[config.mk]
export PLATFORM = sky130hd
export DESIGN_NAME = cfg_stream_host
export DESIGN_NICKNAME = d
export VERILOG_FILES = /design/src/rtl/cfg_stream_pkg.sv /design/src/rtl/cfg_sync_chain.sv /design/src/rtl/cfg_out_pipe.sv /design/src/rtl/cfg_fetch_ctrl.sv /design/src/rtl/cfg_stream_host.sv
export SDC_FILE = /design/constraint.sdc
export NUM_CORES = 1
export LEC_CHECK = 0
export BUFFER_PORTS_ARGS = -buffer_cell sky130_fd_sc_hd__buf_2
export CAP_MARGIN = 20
export CORE_MARGIN = 1.5
export CORE_UTILIZATION = 50
export CTS_BUF_LIST = sky130_fd_sc_hd__clkbuf_4 sky130_fd_sc_hd__clkbuf_8
export CTS_CLUSTER_SIZE = 25
export DETAILED_ROUTE_END_ITERATION = 16
export GPL_TIMING_DRIVEN = 0
export HOLD_SLACK_MARGIN = 0.12
export PLACE_DENSITY = 0.88
export SYNTH_ARGS = -nofsm -noshare
export SYNTH_HDL_FRONTEND = slang
export SYNTH_SLANG_ARGS = --single-unit
[constraint.sdc]
create_clock -name clk -period 2.5 [get_ports clk]
set_input_delay 0.375 -clock clk [delete_from_list [all_inputs] [get_ports clk]]
set_output_delay 0.375 -clock clk [all_outputs]
set_load 0.02 [all_outputs]
[src/rtl/cfg_stream_pkg.sv]
package cfg_stream_pkg;

    // Largest number of words the target can absorb after its ready drops.
    localparam int unsigned OVERRUN_LIMIT   = 6;
    // Fewest register stages allowed on an asynchronous input.
    localparam int unsigned MIN_SYNC_STAGES = 2;

    // Control state of the fetch sequencer.
    typedef struct packed {
        logic fin;      // no further words will be fetched
    } fetch_state_t;

endpackage

[src/rtl/cfg_sync_chain.sv]
module cfg_sync_chain #(
    parameter int unsigned WIDTH  = 1,
    parameter int unsigned STAGES = 2
) (
    input  logic             clk,
    input  logic             rst_n,
    input  logic [WIDTH-1:0] async_in,
    output logic [WIDTH-1:0] sync_out
);

    logic [WIDTH-1:0] chain_d [STAGES];
    logic [WIDTH-1:0] chain_q [STAGES];

    always_comb begin
        chain_d[0] = async_in;
        for (int i = 1; i < STAGES; i++) begin
            chain_d[i] = chain_q[i-1];
        end
    end

    always_ff @(posedge clk or negedge rst_n) begin
        if (!rst_n) begin
            for (int i = 0; i < STAGES; i++) begin
                chain_q[i] <= '0;
            end
        end else begin
            chain_q <= chain_d;
        end
    end

    assign sync_out = chain_q[STAGES-1];

    // in reset every synchronized flag reads as deasserted
    always @(posedge clk) begin
        if (!rst_n) begin
            p_sync_clear_r3: assert (sync_out == '0);
        end
    end

endmodule

[src/rtl/cfg_out_pipe.sv]
module cfg_out_pipe #(
    parameter int unsigned DW     = 16,
    parameter int unsigned STAGES = 1
) (
    input  logic          clk,
    input  logic          rst_n,
    input  logic          in_valid,
    input  logic [DW-1:0] in_data,
    output logic          out_valid,
    output logic [DW-1:0] out_data,
    output logic          busy
);

    typedef struct packed {
        logic          vld;
        logic [DW-1:0] dat;
    } stage_t;

    stage_t stg_d [STAGES];
    stage_t stg_q [STAGES];

    // Data only moves with a valid flag, so every stage keeps its last word.
    always_comb begin
        stg_d[0].vld = in_valid;
        stg_d[0].dat = in_valid ? in_data : stg_q[0].dat;
        for (int i = 1; i < STAGES; i++) begin
            stg_d[i].vld = stg_q[i-1].vld;
            stg_d[i].dat = stg_q[i-1].vld ? stg_q[i-1].dat : stg_q[i].dat;
        end
    end

    always_ff @(posedge clk or negedge rst_n) begin
        if (!rst_n) begin
            for (int i = 0; i < STAGES; i++) begin
                stg_q[i] <= '0;
            end
        end else begin
            stg_q <= stg_d;
        end
    end

    always_comb begin
        busy = 1'b0;
        for (int i = 0; i < STAGES; i++) begin
            busy = busy | stg_q[i].vld;
        end
    end

    assign out_valid = stg_q[STAGES-1].vld;
    assign out_data  = stg_q[STAGES-1].dat;

    // an idle bus keeps showing the previous word
    p_hold_data_r5: assert property (@(posedge clk) disable iff (!rst_n)
        !out_valid |-> $stable(out_data));

endmodule

[src/rtl/cfg_fetch_ctrl.sv]
module cfg_fetch_ctrl
    import cfg_stream_pkg::*;
(
    input  logic clk,
    input  logic rst_n,
    input  logic rdy_s,
    input  logic stop_s,
    input  logic src_valid,
    input  logic src_last,
    input  logic pipe_busy,
    output logic src_pop,
    output logic done_o
);

    fetch_state_t st_d;
    fetch_state_t st_q;

    always_comb begin
        st_d    = st_q;
        src_pop = rdy_s && src_valid && !st_q.fin && !stop_s;
        st_d.fin = st_q.fin | stop_s | (src_pop & src_last);
        done_o  = st_q.fin & ~pipe_busy;
    end

    always_ff @(posedge clk or negedge rst_n) begin
        if (!rst_n) begin
            st_q <= '0;
        end else begin
            st_q <= st_d;
        end
    end

    // the final word closes the fetch side for good
    p_last_closes_r7: assert property (@(posedge clk) disable iff (!rst_n)
        (src_pop && src_last) |=> !src_pop);

    // completion never drops before reset
    p_done_sticky_r9: assert property (@(posedge clk) disable iff (!rst_n)
        done_o |=> done_o);

endmodule

[src/rtl/cfg_stream_host.sv]
module cfg_stream_host
    import cfg_stream_pkg::*;
#(
    parameter int unsigned DATA_W      = 16,
    parameter int unsigned SYNC_STAGES = 2,
    parameter int unsigned PIPE_STAGES = 1
) (
    input  logic              clk,
    input  logic              rst_n,
    input  logic              tgt_ready_async,
    input  logic              cfg_done_async,
    input  logic              src_valid,
    input  logic              src_last,
    input  logic [DATA_W-1:0] src_word,
    output logic              src_pop,
    output logic              out_valid,
    output logic [DATA_W-1:0] out_data,
    output logic              xfer_done
);

    // Cycles from a raw ready sample to the word it lets out.
    localparam int unsigned LAT = SYNC_STAGES + PIPE_STAGES;

    // the overrun budget is fixed at elaboration
    if (LAT < 1 || LAT > OVERRUN_LIMIT || SYNC_STAGES < MIN_SYNC_STAGES
        || PIPE_STAGES < 1) begin : g_bad_budget
        $error("cfg_stream_host: synchronizer plus pipeline depth outside 1..6");
    end

    logic [1:0] flags_s;
    logic       rdy_s;
    logic       stop_s;
    logic       pipe_busy;

    cfg_sync_chain #(
        .WIDTH  (2),
        .STAGES (SYNC_STAGES)
    ) u_sync (
        .clk      (clk),
        .rst_n    (rst_n),
        .async_in ({cfg_done_async, tgt_ready_async}),
        .sync_out (flags_s)
    );

    assign rdy_s  = flags_s[0];
    assign stop_s = flags_s[1];

    cfg_fetch_ctrl u_fetch (
        .clk       (clk),
        .rst_n     (rst_n),
        .rdy_s     (rdy_s),
        .stop_s    (stop_s),
        .src_valid (src_valid),
        .src_last  (src_last),
        .pipe_busy (pipe_busy),
        .src_pop   (src_pop),
        .done_o    (xfer_done)
    );

    cfg_out_pipe #(
        .DW     (DATA_W),
        .STAGES (PIPE_STAGES)
    ) u_pipe (
        .clk       (clk),
        .rst_n     (rst_n),
        .in_valid  (src_pop),
        .in_data   (src_word),
        .out_valid (out_valid),
        .out_data  (out_data),
        .busy      (pipe_busy)
    );

    // Counts words sent while raw ready is low; exists only for the bound check.
    logic [3:0] ovr_d;
    logic [3:0] ovr_q;

    always_comb begin
        ovr_d = ovr_q;
        if (tgt_ready_async) begin
            ovr_d = '0;
        end else if (out_valid && ovr_q != 4'hF) begin
            ovr_d = ovr_q + 4'd1;
        end
    end

    always_ff @(posedge clk or negedge rst_n) begin
        if (!rst_n) begin
            ovr_q <= '0;
        end else begin
            ovr_q <= ovr_d;
        end
    end

    // a fetch traces back to a ready sample through the synchronizer
    p_pop_after_ready_r1: assert property (@(posedge clk) disable iff (!rst_n)
        src_pop |-> $past(tgt_ready_async, SYNC_STAGES));

    // overrun never exceeds the budget
    p_overrun_bound_r2: assert property (@(posedge clk) disable iff (!rst_n)
        ovr_q <= 4'(LAT));

    // a finished transfer keeps the bus and the source quiet
    p_quiet_when_done_r6: assert property (@(posedge clk) disable iff (!rst_n)
        xfer_done |-> (!out_valid && !src_pop));

    // nothing is taken from an empty source
    p_pop_needs_src_r8: assert property (@(posedge clk) disable iff (!rst_n)
        src_pop |-> src_valid);

endmodule

==> results of run 1 <==
## report_power, final
group | switching (W) | total (W) | internal [W]
clock network | 0.0000986 | 0.000187 | 0.0000888
logic | 0.0000369 | 0.0000743 | 0.0000374
registers | 0.00000808 | 0.000381 | 0.000373
## cells by family after synthesis
| logic type | Yosys count | synth area share |
|---|---|---|
| flops | 22 | 0.657 |
| mux | 16 | 0.255 |
| simple gates | 2 | 0.0373 |
| buf+inv | 2 | 0.0373 |
| compound gates | 1 | 0.0134 |
## layer usage
| layer | track usage | vias up | share of wire |
|---|---|---|---|
| met4 | 0.0545 | 0 | 0.013 |
| met5 | 0 | - | 0 |
| met1 | 0.220 | 247 | 0.45 |
| met3 | 0.0500 | 2 | 0.042 |
| met2 | 0.224 | 15 | 0.49 |
| li1 | - | 243 | - |
## cells in the final DEF, fill, tap and decap left out, drive strengths merged
master       Yosys  routed
mux2            16      16
dlygate4sd3      0       1
nor4bb           1       1
dfrtp           22      22
buf              2      42
a311o            1       1
clkbuf           0       4
nor2b            1       1
## sequential cells by signal, indices dropped and copies added, names as in the netlist
| register | flops |
|---|---|
| u_pipe.busy | 1 |
| u_sync.sync_out | 2 |
| u_sync.chain_d | 2 |
| u_fetch.st_q | 1 |
| u_pipe.out_data | 16 |
## path summary, 6_finish.rpt
kind	from	end	depth (start not counted)	slack, ns
hold / removal	tgt_ready_async	u_sync.chain_d[0]$_DFF_PN0_	1	0.17
hold reg to reg	u_sync.chain_d[0]$_DFF_PN0_	u_sync.sync_out[0]$_DFF_PN0_	0	0.36
max in group asynchronous	rst_n	u_sync.sync_out[0]$_DFF_PN0_	2	1.63
min in group asynchronous	rst_n	u_fetch.st_q$_DFF_PN0_	2	0.55
setup / recovery	u_sync.sync_out[1]$_DFF_PN0_	src_pop	4	0.60
setup reg to reg	u_sync.sync_out[1]$_DFF_PN0_	u_pipe.out_data[3]$_DFFE_PN0P_	4	1.04
## final cells by class
cell class	instances	area, um^2
Tap cell	16	20.0
Fill cell	114	437
Sequential cell	22	551
Buffer	2	31.3
Multi-Input combinational cell	19	256
Clock buffer	4	36.3
Timing Repair Buffer	41	210
## per-stage QoR
step	power (W)	util	setup slack [ns]	std cells
4_1_cts	0.000649	0.717	0.580	104
3_3_place_gp	0.000460	0.687	0.888	99
6_report	0.000642	0.717	0.596	104
3_5_place_dp	0.000462	0.687	0.874	99
2_1_floorplan	0.000423	-	1.10	43
5_1_grt	0.000672	0.717	0.523	104
## timing repair
action	4_1_cts	5_1_grt
resized for setup	0	0
hold endpoints to repair	22	0
buffers inserted	0	0
hold buffers	1	0
==> results_dict.tcl, run 1 <==
set metrics [dict create \
    status "finished clean" \
    die-area_mm2 0.00193 \
    first_iter_violations 4 \
    clkSinkCount 22 \
    root_buffer "clkbuf_4" \
    cts.path.max_buffers 2 \
    path_buf_inv 3 \
    track_usage 0.155 \
    grt_overflow 0 \
    ys_seq_area_frac 0.657 \
    synth_edf_count 0 \
    hold_violations 0 \
    finalClockSkew_ns 0.00318 \
    grt_pass1_vias 440 \
    rows 14 \
    via_per_inst 4.88 \
    core_mm2 0.00154 \
    setup_violations 0 \
    slew_headroom 0.687 \
    crit_path_cell_trace "nor4bb_4 > buf_6 > buf_12 > buf_2" \
    routabilityCongestion 0.593 \
    setup-tns-final_ns 0 \
    critPathArrivalTime_ns 1.53 \
    path_class "flop to primary output" \
    netlist.area_leader.share 0.657 \
    synth_fp_nets 65 \
    start_util 0.544 \
    synth_seq_cells 22 \
    numCtsBuffers 3 \
    netlist_top_cells_count "dfrtp_1, mux2_4, mux2_2" \
    grt_setup_unrepaired "false" \
    htree_levels 1 \
    antenna_left 0 \
    synth.area.top_cells "dfrtp_1, mux2_4, mux2_2, nor4bb_4, buf_12" \
    postSynthCellCount 43 \
    grt_max_degree 23 \
    grt_antenna_before_repair 0 \
    hp-class "primary input to flop" \
    holdWs_ns 0.175 \
    p_per_area_mw_per_mm2 581 \
    crit_slowest_cell "dfrtp_1" \
    final_cell_area_mm2 0.00110 \
    cts_tree "built" \
    die-height_um 43.9 \
    worst_pin_slew_ns 0.470 \
    yosysUniqueCellTypes 8 \
    clkTransAtPathRegs_ns 0.11 \
    fin_crit_ns 1.90 \
    startpoint_type "flop" \
    vias 507 \
    area_growth_pct 31.8 \
    dieWidth_um 43.9 \
    endpoint_kind "primary output" \
    maxCapViolCount 0 \
    wl_per_cell_um 13.1 \
    syn_area_per_cell_um2 19.5 \
    async_flop_share 1.00 \
    syn-cell-area_um2 838 \
    nNetsFinal 111 \
    critPathRequiredTime_ns 2.12 \
    hpwl_um 964 \
    critPathTopFamily "buffers and inverters" \
    drv_slew 0 \
    drive_gt1_frac 0.727 \
    yosysWarnings 0 \
    maxClockFrequency_mhz 525 \
    totalWireLength_um 1360 \
    yosysTopAreaCell "dfrtp_1" \
    path_max_fanout 11 \
    drc 0 \
    synth_top_flop_cell "dfrtp_1" \
    cpPeakStageDelay_ns 0.43 \
    placed_area_mm2 0.00106 \
    ioPinCount 41 \
    ir_drop_mv 0.494 \
    drt_pass1_iterations 3 \
    clkLatencyLatePin_ns 0.30 \
    yosysMostFrequentCell "dfrtp_1" \
    antenna_cells 0 \
    port_buffers 40 \
    min_period_over_period 0.762 \
    leakage_nw 0.619 \
    grt_pass1_wl_um 2080 \
]
Note: power is estimated with default switching activity, not from simulation.
==> run 2: changes to the inputs <==
- CORE_UTILIZATION: 50 -> 42
- PLACE_DENSITY: 0.88 -> 0.79
- clock period: 2.5 -> 1.6 ns (I/O delays scaled with it)
==> results_dict.tcl, run 2 (synthesized netlist as in run 1, its figures left out) <==
set metrics [dict create \
    maxClockFrequency_mhz 666 \
    drive_gt1_frac 0.720 \
    grt_pass1_wl_um 2100 \
    core_mm2 0.00180 \
    startpoint_type "flop" \
    path_max_fanout 4 \
    grt_pass1_vias 474 \
    cp_common_cell "buf_6" \
    fin_crit_ns 1.50 \
    root_buffer "clkbuf_4" \
    clkSinkCount 22 \
    cpPeakStageDelay_ns 0.42 \
    grt_max_degree 23 \
    htree_levels 1 \
    antenna_left 0 \
    setup_violations 0 \
    area_growth_pct 39.4 \
    numCtsBuffers 3 \
    hold_violations 0 \
    largest_reg_flops 16 \
    final_cell_mix "buf_2, dfrtp_1, mux2_4, mux2_2, buf_4" \
    min_period_over_period 0.939 \
    ir_drop_mv 0.644 \
    leakage_nw 0.648 \
    clkTransAtPathRegs_ns 0.12 \
    hpwl_um 1060 \
    routabilityCongestion 0.628 \
    fin_ws_ns 0.0984 \
    first_iter_violations 1 \
    vias 536 \
    cts.path.max_buffers 2 \
    critPathRequiredTime_ns 1.36 \
    path_buf_inv 2 \
    critPathTopFamily "flip-flops" \
    setup-tns-final_ns 0 \
    nNetsFinal 116 \
    cts_tree "built" \
    rows 15 \
    worst_pin_slew_ns 0.470 \
    wl_per_cell_um 12.4 \
    via_per_inst 4.54 \
    status "finished clean" \
    maxCapViolCount 0 \
    slew_headroom 0.687 \
    p_per_area_mw_per_mm2 964 \
    clkLatencyLatePin_ns 0.30 \
    finalClockSkew_ns 0.0156 \
    drc 0 \
    holdWs_ns 0.154 \
    port_buffers 40 \
    post-place-ws_ns 0.143 \
    ioPinCount 41 \
    critPathArrivalTime_ns 1.26 \
    crit_slowest_cell "dfrtp_1" \
    drv_slew 0 \
    final_common_cell "buf_2" \
    final_cell_area_mm2 0.00117 \
    antenna_cells 0 \
    path_class "flop to primary output" \
    start_util 0.465 \
    die-height_um 47.7 \
    crit_path_cell_trace "nor4bb_4 > buf_6 > buf_6" \
    placed_area_mm2 0.00107 \
    track_usage 0.145 \
    endpoint_kind "primary output" \
    grt_overflow 0 \
    grt_setup_unrepaired "false" \
    grt_antenna_before_repair 0 \
    dieWidth_um 47.7 \
    drt_pass1_iterations 2 \
    die-area_mm2 0.00227 \
    totalWireLength_um 1460 \
    hp-class "primary input to flop" \
]
## run 2: routing by layer
layer	wire (um)	up-vias	GRT usage
li1	-	254	-
met1	599	263	0.169
met2	782	17	0.238
met3	60	2	0.0566
met4	19	0	0.0649
met5	0	-	0
## run 2: layout make-up
type,instances,area [um^2]
plain buffers,1,11.3
clock buffers,3,22.5
clock inverters,1,30.0
fillers,160,633
multi-input cells,19,256
flip-flops and latches,22,551
well taps,25,31.3
repair buffers,47,267
## run 2: where the power goes
group	leakage (nW)	total, W	internal [W]	switching [W]
sequential	0.286	0.000596	0.000582	0.0000133
combinational	0.334	0.000120	0.0000615	0.0000585
clock	0.0279	0.000411	0.000253	0.000158
total	0.648	0.00113	0.000897	0.000230
## run 2: timing repair
item / CTS / global route
buffers inserted: 4 / 0
gates resized for setup: 2 / 0
endpoints found under the hold margin: 24 / 0
setup endpoints to repair: 1 / 0
hold buffers: 3 / 0
## run 2: path summary, 6_finish.rpt
path | slack, ns | to | cells past startpoint | startpoint
max | 0.1 | src_pop | 3 | u_fetch.st_q$_DFF_PN0_
max reg2reg | 0.11 | u_pipe.out_data[14]$_DFFE_PN0P_ | 4 | u_fetch.st_q$_DFF_PN0_
min | 0.15 | u_pipe.out_data[6]$_DFFE_PN0P_ | 2 | src_word[6]
max in group asynchronous | 0.86 | u_pipe.busy$_DFF_PN0_ | 2 | rst_n
min in group asynchronous | 0.41 | u_pipe.out_data[12]$_DFFE_PN0P_ | 2 | rst_n
min reg2reg | 0.36 | u_sync.sync_out[0]$_DFF_PN0_ | 0 | u_sync.chain_d[0]$_DFF_PN0_
## run 2: metrics by stage
step                 util  total power, W  instances
finish              0.649         0.00113        118
global route        0.649         0.00118        118
CTS                 0.649         0.00114        118
detailed placement  0.594        0.000722        108
global placement    0.594        0.000719        108
floorplan               -        0.000661         43
==> run 3: changes to the inputs <==
- CTS_BUF_LIST: sky130_fd_sc_hd__clkbuf_4 sky130_fd_sc_hd__clkbuf_8 -> sky130_fd_sc_hd__clkbuf_2
==> results_dict.tcl, run 3 (synthesized netlist as in run 1, its figures left out) <==
set metrics [dict create \
    status "finished clean" \
    critPathRequiredTime_ns 1.36 \
    antenna_left 0 \
    fin_crit_ns 1.53 \
    grt_pass1_vias 543 \
    drive_gt1_frac 0.650 \
    top_layer "met4" \
    die-height_um 47.7 \
    endpoint_kind "primary output" \
    wl_met3_um 56 \
    wl_per_cell_um 12.5 \
    path_buf_inv 2 \
    maxCapViolCount 0 \
    hpwl_um 1060 \
    hold_violations 0 \
    slew_headroom 0.686 \
    maxClockFrequency_mhz 652 \
    root_buffer "clkbuf_2" \
    ioPinCount 41 \
    path_max_fanout 4 \
    combPwrFrac 0.126 \
    clkSinkCount 22 \
    final_cell_mix "buf_2, dfrtp_1, dlygate4sd3_1, mux2_4, mux2_2" \
    via_per_inst 4.52 \
    numCtsBuffers 3 \
    drv_slew 0 \
    totalPowerFinal_w 0.00111 \
    fill_cells 152 \
    grt_overflow 0 \
    startpoint_type "flop" \
    antenna_cells 0 \
    port_buffers 40 \
    cts.path.max_buffers 2 \
    worst_pin_slew_ns 0.470 \
    cts_tree "built" \
    p_per_area_mw_per_mm2 879 \
    finalClockSkew_ns 0.0221 \
    wl_met2_um 897 \
    pwr-share-seq 0.538 \
    totalWireLength_um 1600 \
    nNetsFinal 126 \
    cpPeakStageDelay_ns 0.44 \
    grt_setup_unrepaired "true" \
    area_growth_pct 50.4 \
    final_common_cell "buf_2" \
    dieWidth_um 47.7 \
    start_util 0.465 \
    placed_cells 108 \
    die-area_mm2 0.00227 \
    grt_antenna_before_repair 0 \
    setup_violations 0 \
    rows 15 \
    power_switching_w 0.000232 \
    min_period_over_period 0.958 \
    core_mm2 0.00180 \
    clkTransAtPathRegs_ns 0.18 \
    wl_met1_um 629 \
    first_iter_violations 2 \
    drc 0 \
    vias 579 \
    switching_share 0.210 \
    crit_path_cell_trace "nor4bb_4 > buf_6 > buf_6" \
    clkPwrFrac 0.336 \
    critPathArrivalTime_ns 1.29 \
    cp_common_cell "buf_6" \
    critPathTopFamily "flip-flops" \
    routabilityCongestion 0.628 \
    htree_levels 1 \
    path_class "flop to primary output" \
    grt_max_degree 23 \
    ir_drop_mv 0.604 \
    grt_pass1_wl_um 2280 \
    largest_reg_flops 16 \
    crit_slowest_cell "dfrtp_1" \
    hp-class "primary input to flop" \
    setup-tns-final_ns 0 \
    fin_cells 128 \
    clkLatencyLatePin_ns 0.32 \
    leakage_nw 0.688 \
    track_usage 0.156 \
    r2r_slack_ns 0.11 \
    p_int_w 0.000876 \
    drt_pass1_iterations 2 \
]
## run 3: cell types whose count changed in the layout (fill, tap and decap cells not counted), sizes merged
cell / delta
dlygate4sd3: +10
## run 3: metrics by stage
stage          hold slack (ns)  utilization  worst slack [ns]  cell area, um^2
4_1_cts                  0.125        0.689            0.0447             1240
6_report                 0.153        0.700            0.0670             1260
5_1_grt                  0.124        0.700           -0.0264             1260
3_3_place_gp             0.213        0.594             0.171             1070
2_1_floorplan          -0.0556            -             0.198              838
3_5_place_dp             0.224        0.594             0.143             1070
## run 3: worst paths after layout
kind                            cells after the start                        start                              end
worst max-delay path                                3       u_fetch.st_q$_DFF_PN0_                          src_pop
worst min-delay path                                2                  src_word[8]   u_pipe.out_data[8]$_DFFE_PN0P_
worst max register to register                      4       u_fetch.st_q$_DFF_PN0_  u_pipe.out_data[14]$_DFFE_PN0P_
worst min register to register                      0  u_sync.chain_d[0]$_DFF_PN0_     u_sync.sync_out[0]$_DFF_PN0_
max in group asynchronous                           2                        rst_n            u_pipe.busy$_DFF_PN0_
min in group asynchronous                           2                        rst_n  u_pipe.out_data[12]$_DFFE_PN0P_
## run 3: timing repair
item                                   CTS  global route
gates resized for setup                  2             0
setup endpoints to repair                1             1
pin swaps                                1             0
endpoints found under the hold margin   32             2
hold buffers                            11             2
setup buffers                            4             0
gates cloned                             0             0
## run 3: cell type report
type / instances / area [um^2] / area share
multi-input combinational: 19 / 256 / 0.203
buffer: 1 / 11.3 / 0.00893
tap: 25 / 31.3 / 0.0248
timing repair buffer: 57 / 367 / 0.291
sequential: 22 / 551 / 0.437
clock buffer: 3 / 15.0 / 0.0119
clock inverter: 1 / 30.0 / 0.0238
## run 3: routing by layer
metal  global-route usage  up-vias
li1                     -      272
met1                0.167      288
met2                0.276       17
met3               0.0566        2
met4               0.0649        0
met5                    0        -
## run 3: power by group through the flow
stage               Sequential, W  Clock, W  Combinational (W)
floorplan                0.000634         0          0.0000278
global placement         0.000605         0           0.000114
detailed placement       0.000606         0           0.000116
CTS                      0.000597  0.000385           0.000137
global route             0.000601  0.000407           0.000151
finish                   0.000596  0.000373           0.000140
